$ cat config.mk
export PLATFORM = sky130hd
export DESIGN_NAME = rsPool
export DESIGN_NICKNAME = d
export VERILOG_FILES = /design/src/rtl/rsPkg.sv /design/src/rtl/rsOperandSlot.sv /design/src/rtl/rsCtrl.sv /design/src/rtl/rsData.sv /design/src/rtl/rsPool.sv
export SDC_FILE = /design/constraint.sdc
export NUM_CORES = 1
export LEC_CHECK = 0
export ABC_AREA = 1
export BUFFER_PORTS_ARGS = -buffer_cell sky130_fd_sc_hd__buf_4
export CAP_MARGIN = 20
export CORE_ASPECT_RATIO = 1.75
export CORE_MARGIN = 4
export CORE_UTILIZATION = 45
export DETAILED_ROUTE_END_ITERATION = 12
export PLACE_DENSITY = 0.66
export SYNTH_ARGS = -nofsm -noshare
export SYNTH_HDL_FRONTEND = slang
export SYNTH_HIERARCHICAL = 1
export SYNTH_SLANG_ARGS = --single-unit
$ cat constraint.sdc
create_clock -name clk -period 1.7 [get_ports clk]
set_input_delay 0.17 -clock clk [delete_from_list [all_inputs] [get_ports clk]]
set_output_delay 0.17 -clock clk [all_outputs]
set_load 0.005 [all_outputs]
$ cat src/rtl/rsPkg.sv
package rsPkg;
  parameter int unsigned NUM_ENT  = 3;
  parameter int unsigned TAG_W    = 4;
  parameter int unsigned DATA_W   = 32;
  parameter int unsigned OP_W     = 4;
  parameter int unsigned BASE_TAG = 1;

  localparam logic [TAG_W-1:0] NO_TAG = '0;

  // strobes from control to datapath, one bit per entry
  typedef struct packed {
    logic [NUM_ENT-1:0] alloc;
    logic [NUM_ENT-1:0] disp;
  } rsStrobe_t;
endpackage

$ cat src/rtl/rsOperandSlot.sv
module rsOperandSlot
  import rsPkg::*;
(
  input  logic              clk,
  input  logic              rstN,
  input  logic              load,
  input  logic [TAG_W-1:0]  loadTag,
  input  logic [DATA_W-1:0] loadVal,
  input  logic              bcastValid,
  input  logic [TAG_W-1:0]  bcastTag,
  input  logic [DATA_W-1:0] bcastData,
  output logic              rdy,
  output logic [DATA_W-1:0] val
);
  logic [TAG_W-1:0] waitTag;
  logic bypassHit;
  logic holdHit;

  assign bypassHit = bcastValid && (bcastTag == loadTag);
  assign holdHit   = bcastValid && !rdy && (bcastTag == waitTag);

  always_ff @(posedge clk) begin
    if (!rstN) begin
      rdy     <= 1'b0;
      waitTag <= NO_TAG;
      val     <= '0;
    end else if (load) begin
      if (loadTag == NO_TAG) begin
        rdy <= 1'b1;
        val <= loadVal;
      end else if (bypassHit) begin
        rdy <= 1'b1;
        val <= bcastData;
      end else begin
        rdy     <= 1'b0;
        waitTag <= loadTag;
      end
    end else if (holdHit) begin
      rdy <= 1'b1;
      val <= bcastData;
    end
  end

  a_r3_value_tag_zero: assert property (@(posedge clk) disable iff (!rstN)
    (load && loadTag == NO_TAG) |=> (rdy && val == $past(loadVal)));
  a_r4_capture: assert property (@(posedge clk) disable iff (!rstN)
    (!load && !rdy && bcastValid && bcastTag == waitTag) |=> (rdy && val == $past(bcastData)));
  a_r11_no_capture_invalid: assert property (@(posedge clk) disable iff (!rstN)
    (!load && !rdy && !bcastValid) |=> !rdy);
  a_r6_bypass: assert property (@(posedge clk) disable iff (!rstN)
    (load && loadTag != NO_TAG && bcastValid && bcastTag == loadTag) |=> (rdy && val == $past(bcastData)));
endmodule

$ cat src/rtl/rsCtrl.sv
module rsCtrl
  import rsPkg::*;
(
  input  logic               clk,
  input  logic               rstN,
  input  logic               issueValid,
  input  logic               fuReady,
  input  logic [NUM_ENT-1:0] opReady,
  output rsStrobe_t          strobe,
  output logic               full,
  output logic               dispValid,
  output logic [TAG_W-1:0]   issueTag
);
  logic [NUM_ENT-1:0] busy;
  logic [NUM_ENT-1:0] freeMask;
  logic [NUM_ENT-1:0] allocPick;
  logic [NUM_ENT-1:0] readyMask;
  logic [NUM_ENT-1:0] dispPick;

  assign freeMask  = ~busy;
  assign allocPick = freeMask & (~freeMask + NUM_ENT'(1));
  assign readyMask = busy & opReady;
  assign dispPick  = readyMask & (~readyMask + NUM_ENT'(1));
  assign full      = &busy;

  assign strobe.alloc = (issueValid && !full) ? allocPick : '0;
  assign strobe.disp  = fuReady ? dispPick : '0;
  assign dispValid    = |strobe.disp;

  always_comb begin
    issueTag = NO_TAG;
    for (int i = NUM_ENT - 1; i >= 0; i--) begin
      if (!busy[i]) issueTag = TAG_W'(BASE_TAG + i);
    end
  end

  always_ff @(posedge clk) begin
    if (!rstN) busy <= '0;
    else       busy <= (busy & ~strobe.disp) | strobe.alloc;
  end

  a_r10_no_alloc_when_full: assert property (@(posedge clk) disable iff (!rstN)
    full |-> (strobe.alloc == '0));
  a_r8_single_dispatch: assert property (@(posedge clk) disable iff (!rstN)
    $onehot0(strobe.disp));
  a_r2_alloc_into_free: assert property (@(posedge clk) disable iff (!rstN)
    (strobe.alloc & busy) == '0);

  for (genvar i = 0; i < NUM_ENT; i++) begin : g_chk
    a_r9_freed_after_disp: assert property (@(posedge clk) disable iff (!rstN)
      strobe.disp[i] |=> !busy[i]);
  end
endmodule

$ cat src/rtl/rsData.sv
module rsData
  import rsPkg::*;
(
  input  logic               clk,
  input  logic               rstN,
  input  rsStrobe_t          strobe,
  input  logic [OP_W-1:0]    issueOp,
  input  logic [TAG_W-1:0]   issueSrcATag,
  input  logic [DATA_W-1:0]  issueSrcAVal,
  input  logic [TAG_W-1:0]   issueSrcBTag,
  input  logic [DATA_W-1:0]  issueSrcBVal,
  input  logic               bcastValid,
  input  logic [TAG_W-1:0]   bcastTag,
  input  logic [DATA_W-1:0]  bcastData,
  output logic [NUM_ENT-1:0] opReady,
  output logic [OP_W-1:0]    dispOp,
  output logic [DATA_W-1:0]  dispA,
  output logic [DATA_W-1:0]  dispB,
  output logic [TAG_W-1:0]   dispTag
);
  logic [NUM_ENT-1:0] aRdy;
  logic [NUM_ENT-1:0] bRdy;
  logic [DATA_W-1:0]  aVal [NUM_ENT];
  logic [DATA_W-1:0]  bVal [NUM_ENT];
  logic [OP_W-1:0]    opReg [NUM_ENT];

  for (genvar i = 0; i < NUM_ENT; i++) begin : g_ent
    always_ff @(posedge clk) begin
      if (!rstN)                opReg[i] <= '0;
      else if (strobe.alloc[i]) opReg[i] <= issueOp;
    end

    rsOperandSlot u_srcA (
      .clk(clk), .rstN(rstN), .load(strobe.alloc[i]),
      .loadTag(issueSrcATag), .loadVal(issueSrcAVal),
      .bcastValid(bcastValid), .bcastTag(bcastTag), .bcastData(bcastData),
      .rdy(aRdy[i]), .val(aVal[i])
    );

    rsOperandSlot u_srcB (
      .clk(clk), .rstN(rstN), .load(strobe.alloc[i]),
      .loadTag(issueSrcBTag), .loadVal(issueSrcBVal),
      .bcastValid(bcastValid), .bcastTag(bcastTag), .bcastData(bcastData),
      .rdy(bRdy[i]), .val(bVal[i])
    );

    a_r7_disp_operands_ready: assert property (@(posedge clk) disable iff (!rstN)
      strobe.disp[i] |-> (aRdy[i] && bRdy[i]));
  end

  assign opReady = aRdy & bRdy;

  always_comb begin
    dispOp  = '0;
    dispA   = '0;
    dispB   = '0;
    dispTag = NO_TAG;
    for (int i = 0; i < NUM_ENT; i++) begin
      if (strobe.disp[i]) begin
        dispOp  = dispOp | opReg[i];
        dispA   = dispA | aVal[i];
        dispB   = dispB | bVal[i];
        dispTag = dispTag | TAG_W'(BASE_TAG + i);
      end
    end
  end
endmodule

$ cat src/rtl/rsPool.sv
module rsPool
  import rsPkg::*;
(
  input  logic              clk,
  input  logic              rstN,
  input  logic              issueValid,
  input  logic [OP_W-1:0]   issueOp,
  input  logic [TAG_W-1:0]  issueSrcATag,
  input  logic [DATA_W-1:0] issueSrcAVal,
  input  logic [TAG_W-1:0]  issueSrcBTag,
  input  logic [DATA_W-1:0] issueSrcBVal,
  output logic              full,
  output logic [TAG_W-1:0]  issueTag,
  input  logic              bcastValid,
  input  logic [TAG_W-1:0]  bcastTag,
  input  logic [DATA_W-1:0] bcastData,
  input  logic              fuReady,
  output logic              dispValid,
  output logic [OP_W-1:0]   dispOp,
  output logic [DATA_W-1:0] dispA,
  output logic [DATA_W-1:0] dispB,
  output logic [TAG_W-1:0]  dispTag
);
  rsStrobe_t          strobe;
  logic [NUM_ENT-1:0] opReady;

  rsCtrl u_ctrl (
    .clk(clk), .rstN(rstN), .issueValid(issueValid), .fuReady(fuReady),
    .opReady(opReady), .strobe(strobe), .full(full),
    .dispValid(dispValid), .issueTag(issueTag)
  );

  rsData u_data (
    .clk(clk), .rstN(rstN), .strobe(strobe), .issueOp(issueOp),
    .issueSrcATag(issueSrcATag), .issueSrcAVal(issueSrcAVal),
    .issueSrcBTag(issueSrcBTag), .issueSrcBVal(issueSrcBVal),
    .bcastValid(bcastValid), .bcastTag(bcastTag), .bcastData(bcastData),
    .opReady(opReady), .dispOp(dispOp), .dispA(dispA), .dispB(dispB),
    .dispTag(dispTag)
  );

  a_r7_disp_needs_fu: assert property (@(posedge clk) disable iff (!rstN)
    dispValid |-> fuReady);
  a_r10_full_no_tag: assert property (@(posedge clk) disable iff (!rstN)
    full |-> (issueTag == NO_TAG));
endmodule

# Word level (Yosys, flattened, before mapping)
# Memories as Yosys holds them, arrays and structs flattened.
# Index checks and enable logic that the tools add are counted.
totals:
  ff_bits: 225
  ram_bits: 12
  in_bits: 117
  out_inout_bits: 78
  wordCells: 165
  mem_count: 1
classes:
  add_sub_neg: 2
  eq_ne: 14
  muxes: 62
  bitwise_logic: 23
  n_reduce_logical: 44
memory_table:
  columns: ["name", "words", "word_bits", "rd", "rd_ports_with_merged_regs", "wr", "line_no", "rtl"]
  rows:
  - ["u_data.opReg", 3, 4, 3, 0, 3, "rsData.sv:25", "logic [OP_W-1:0] opReg [NUM_ENT];"]
op_table:
  columns: ["cell", "n"]
  rows:
  - ["$mux 32", 22]
  - ["$or 32x32->32", 4]
  - ["$eq 4x4->1", 8]
  - ["$mux 1", 27]
  - ["$mux 4", 6]
  - ["$reduce_and 3->1", 7]
  - ["$ne 3x1->1 const B", 6]
  - ["$and 3x3->3", 5]
  - ["$logic_and 1x1->1", 15]
  - ["$not 3->3", 4]
  - ["$reduce_and 2->1", 6]
  - ["$reduce_bool 2->1", 6]
  - ["$mux 2", 5]
  - ["$logic_not 4->1", 2]
  - ["$or 4x4->4", 2]
  - ["$logic_not 1->1", 7]
  - ["$add 3x1->3 const B", 2]
  - ["$mux 3", 2]
  - ["$not 1->1", 4]
  - ["$or 1x1->1", 3]
  - ["$or 3x3->3", 1]
  - ["$reduce_or 3->1", 1]

# Longest topological paths before layout
logic_depth:
  word_depth: 11
  depth_mapped: 11
  mapped_depth_nobuf: 10

# By module
# The synthesis kept the hierarchy.
modules_own_cells:
  columns: ["module", "n_inst", "cells_per_inst", "area_each_um2", "seq_area_each_um2"]
  rows:
  - ["rsOperandSlot", 6, 377, 2265.9, 740.7]
  - ["rsData", 1, 344, 1774.2, 360.3]
  - ["rsCtrl", 1, 36, 222.7, 60.1]

# Worst setup path before layout
# OpenSTA, ideal clock, no wires.
synth_path:
  kind: "reg-to-reg"
  from: "register u_ctrl.busy[0]"
  to: "register u_data.g_ent[0].u_srcA.val[10]"
  setup_time_ns: 0.115
  t_arrival_ns: 1.478
  required_ns: 1.585
  slack_ns: 0.107
  path_stages_with_launch: 8
  path_buffers: 1
  synth_period_minus_slack_ns: 1.593
  cell_sequence: "dfxtp_1 -> nor2_1 -> inv_1 -> a21oi_1 -> nand2_2 -> buf_2 -> a21oi_1 -> nor2_1"
synth_lines:
  columns: ["item", "line_no", "rtl"]
  rows:
  - ["start, declared", "rsCtrl.sv:14", "logic [NUM_ENT-1:0] busy;"]
  - ["start signal, assigned", "rsCtrl.sv:39", "else busy <= (busy & ~strobe.disp) | strobe.alloc;"]
  - ["end signal, assigned", "rsOperandSlot.sv:30", "val <= loadVal;"]
  - ["end signal, assigned", "rsOperandSlot.sv:33", "val <= bcastData;"]
  - ["end signal, assigned", "rsOperandSlot.sv:40", "val <= bcastData;"]
  - ["end, declared", "rsOperandSlot.sv:13", "output logic [DATA_W-1:0] val"]

==> reports/results.txt <==
Status: complete, but fails checks
Violated checks: setup timing
Total congestion overflow: 0
Top layer used by detailed routing: met4
CP max FO: 16
Chip width: 148.7 um
Largest net degree at the start of global routing: 84
Mapped Cells: 2642
Setup crit end kind: primary output
FF-to-FF Start: u_ctrl/busy[2]
Most frequent cells in the layout: nand2_1 (625), inv_1 (463), nor2_1 (287), nand3_1 (229), buf_4 (221)
Die H: 254.2 um
Hpwl dp: 34.99 mm
Layout cells sized above 1: 21.80%
I/O Buffers: 190
CTS tree: done
Post-synth cell types: 27
Most common cell after layout, fill and taps aside: nand2_1
Setup violators final: 181
CP Class: register to primary output
Mapped cell area: 0.01559 mm2
Tmin final: 2.330 ns
First-pass DRT Iterations: 8
Detailed-route wire length per cell: 17.65 um
Placer congestion estimate: 0.9336
PwrDens: 713.9 mW/mm2
Clk_skew: 0.01478 ns
Vias per std cell: 5.199
Critical-path cell list: nand2_1 -> inv_1 -> nand2_2 -> buf_4 -> nor2_4 -> buf_6 -> buf_12 -> nand2_1 -> nand3_1 -> buf_4
# DRC: 0
Clock slew seen by the registers of the worst setup and hold paths: 0.07 ns
WL met2: 30.09 mm
Total core area: 0.03435 mm2
Initial antenna violation count: 8
I/O pin count: 195
Area delta synth->final: 33.32%
Hold Path Class: input port to register
Final WS setup: -0.6300 ns
Max-slew violations: 0
Critical path's slowest cell: dfxtp_2
Hold Vio Cnt, Final: 0
Worst endpoint required time: 1.53 ns
Ys Warns: 6
Iter 0 DRT Violations: 1500
Post-synth top area cell: dfxtp_1
Synth area leaders: dfxtp_1 (29%), nand2_1 (17%), inv_1 (11%)
Htree depth: 1
Via count: 17410
Vias in the first global route: 15590
Origin of the worst min-delay path: issueSrcBTag[2]
CP Launch Type: register
CP Buf/Inv Count: 5
Flops & latches, synth: 237
CP startpoint: u_data/g_ent[0].u_srcB/rdy
Fill cells: 3241
Total Routing Usage GR: 26.78%
Register area share after synthesis: 31.20%
Bufs on Longest Clock Path: 3
Post-synth top area share: 28.89%
Syn Area/Cell: 5.902 um2
Clock root buffer: clkbuf_16
Routed length on met3: 3.605 mm
CP peak stage delay: 0.38 ns
Max Cap Viol: 0
Layout Nets: 2980
Cell family with most CP delay: buffers and inverters
Worst EP arrival: 2.16 ns
Lkg Pwr: 0.01157 uW
Antenna-violating nets left: 0
Final WL: 59.11 mm
DRT met1 WL: 22.17 mm
Die area: 0.03781 mm2
RSZ-0062 raised after global routing: yes
Fin crit share: 137.1%
CTS Buf Count: 25
Clock sinks: 237
Total power: 14840 uW
Setup tns final: -49.22 ns
Worst VDD drop: 0.0007334 V
Rows: 90
Peak Freq: 0.4292 GHz
Worst-skew pair later-pin latency: 0.55 ns
Initial Utilization: 45.40%
First-pass GRT wire length: 82.05 mm
area by class of cell:
| class | count | area, um2 | area share, % |
|---|---|---|---|
| Clock buffer | 29 | 660.6 | 3.178 |
| Antenna cell | 8 | 20.02 | 0.09630 |
| Sequential cell | 237 | 4882 | 23.49 |
| Tap cell | 460 | 575.6 | 2.769 |
| Multi-Input combinational cell | 1759 | 8618 | 41.46 |
| Timing Repair Buffer | 364 | 4085 | 19.65 |
| Inverter | 476 | 1789 | 8.607 |
| Clock inverter | 16 | 156.4 | 0.7524 |
repair_timing:
action | CTS | global route
resized for setup | 138 | 183
endpoints found under the setup margin | 142 | 236
endpoints found under the hold margin | 21 | 0
buffers inserted | 8 | 26
gates cloned | 4 | 28
hold buffers | 7 | 0
pin swaps | 40 | 21
worst reg2reg max path: cells and delay by family (launching register included):
family / cells / cell delay, ns
AND/OR/NAND/NOR: 6 / 0.59
buffers and inverters: 7 / 0.85
flip-flops: 1 / 0.36
AO/OA/AOI/OAI: 1 / 0.04
power breakdown:
| group | internal (uW) | leakage, uW | switching (uW) |
|---|---|---|---|
| clock | 3240 | 0.000411 | 2470 |
| combinational | 1170 | 0.00918 | 1720 |
| sequential | 6000 | 0.00197 | 240 |
| total | 10400 | 0.0116 | 4430 |
layer usage:
metal  up-vias  global-route usage, %
li1       8561                      -
met1      7964                  31.88
met2       723                  48.18
met3       162                  2.951
met4         0                  12.10
met5         -                      0
through the flow:
stage                     util, %  instances  instance area [um2]  hold slack, ns  worst slack [ns]
after floorplan                 -       2644                15600          0.3281            0.1069
after global placement      51.47       3227                17680          0.4588           0.02271
after detailed placement    51.47       3227                17680          0.4679          -0.03116
after CTS                   56.18       3290                19300         0.01337           -0.5591
after global routing        60.52       3349                20790         0.04041           -0.7242
final                       60.52       3349                20790         0.03508           -0.6300
synth_stat cells, drive strengths merged:
library cell / number
xnor2: 6
a21boi: 6
edfxtp: 12
nor3: 1
a21oi: 207
nand2: 716
conb: 2
o21ai: 224
nor2: 303
or2: 3
inv: 476
dfxtp: 225
buf: 166
nand3: 286
nand4: 1
a211oi: 1
clkbuf: 6
nand3b: 1
registers in the layout, summed over array words and instances, names as in the netlist:
register and cells:
u_data/g_ent.u_srcA/rdy 3, u_data/g_ent.u_srcA/waitTag 12, u_data/g_ent.u_srcB/rdy 3, u_data/opReg 12, u_data/g_ent.u_srcB/val 96, u_ctrl/busy 3, u_data/g_ent.u_srcB/waitTag 12, u_data/g_ent.u_srcA/val 96
path summary, 6_finish.rpt:
kind	end	slack, ns	depth (start not counted)
min	u_data/g_ent[1].u_srcB/waitTag[2]	0.04	3
max reg2reg	u_data/g_ent[2].u_srcB/val[0]	-0.25	14
max	dispB[22]	-0.63	10
min reg2reg	u_data/g_ent[0].u_srcB/val[14]	0.47	2
logic make-up (layout without fill, tap and decap cells):
family          count (synthesis)  in the layout  share of synthesized area [%]
flops                         237            237                          31.20
simple gates                 1311           1311                          34.75
other cells                     2             12                        0.04816
compound gates                438            438                          14.20
buf+inv                       648            885                          19.47
xor+xnor                        6              6                         0.3370
Note: power is estimated with default switching activity, not from simulation.
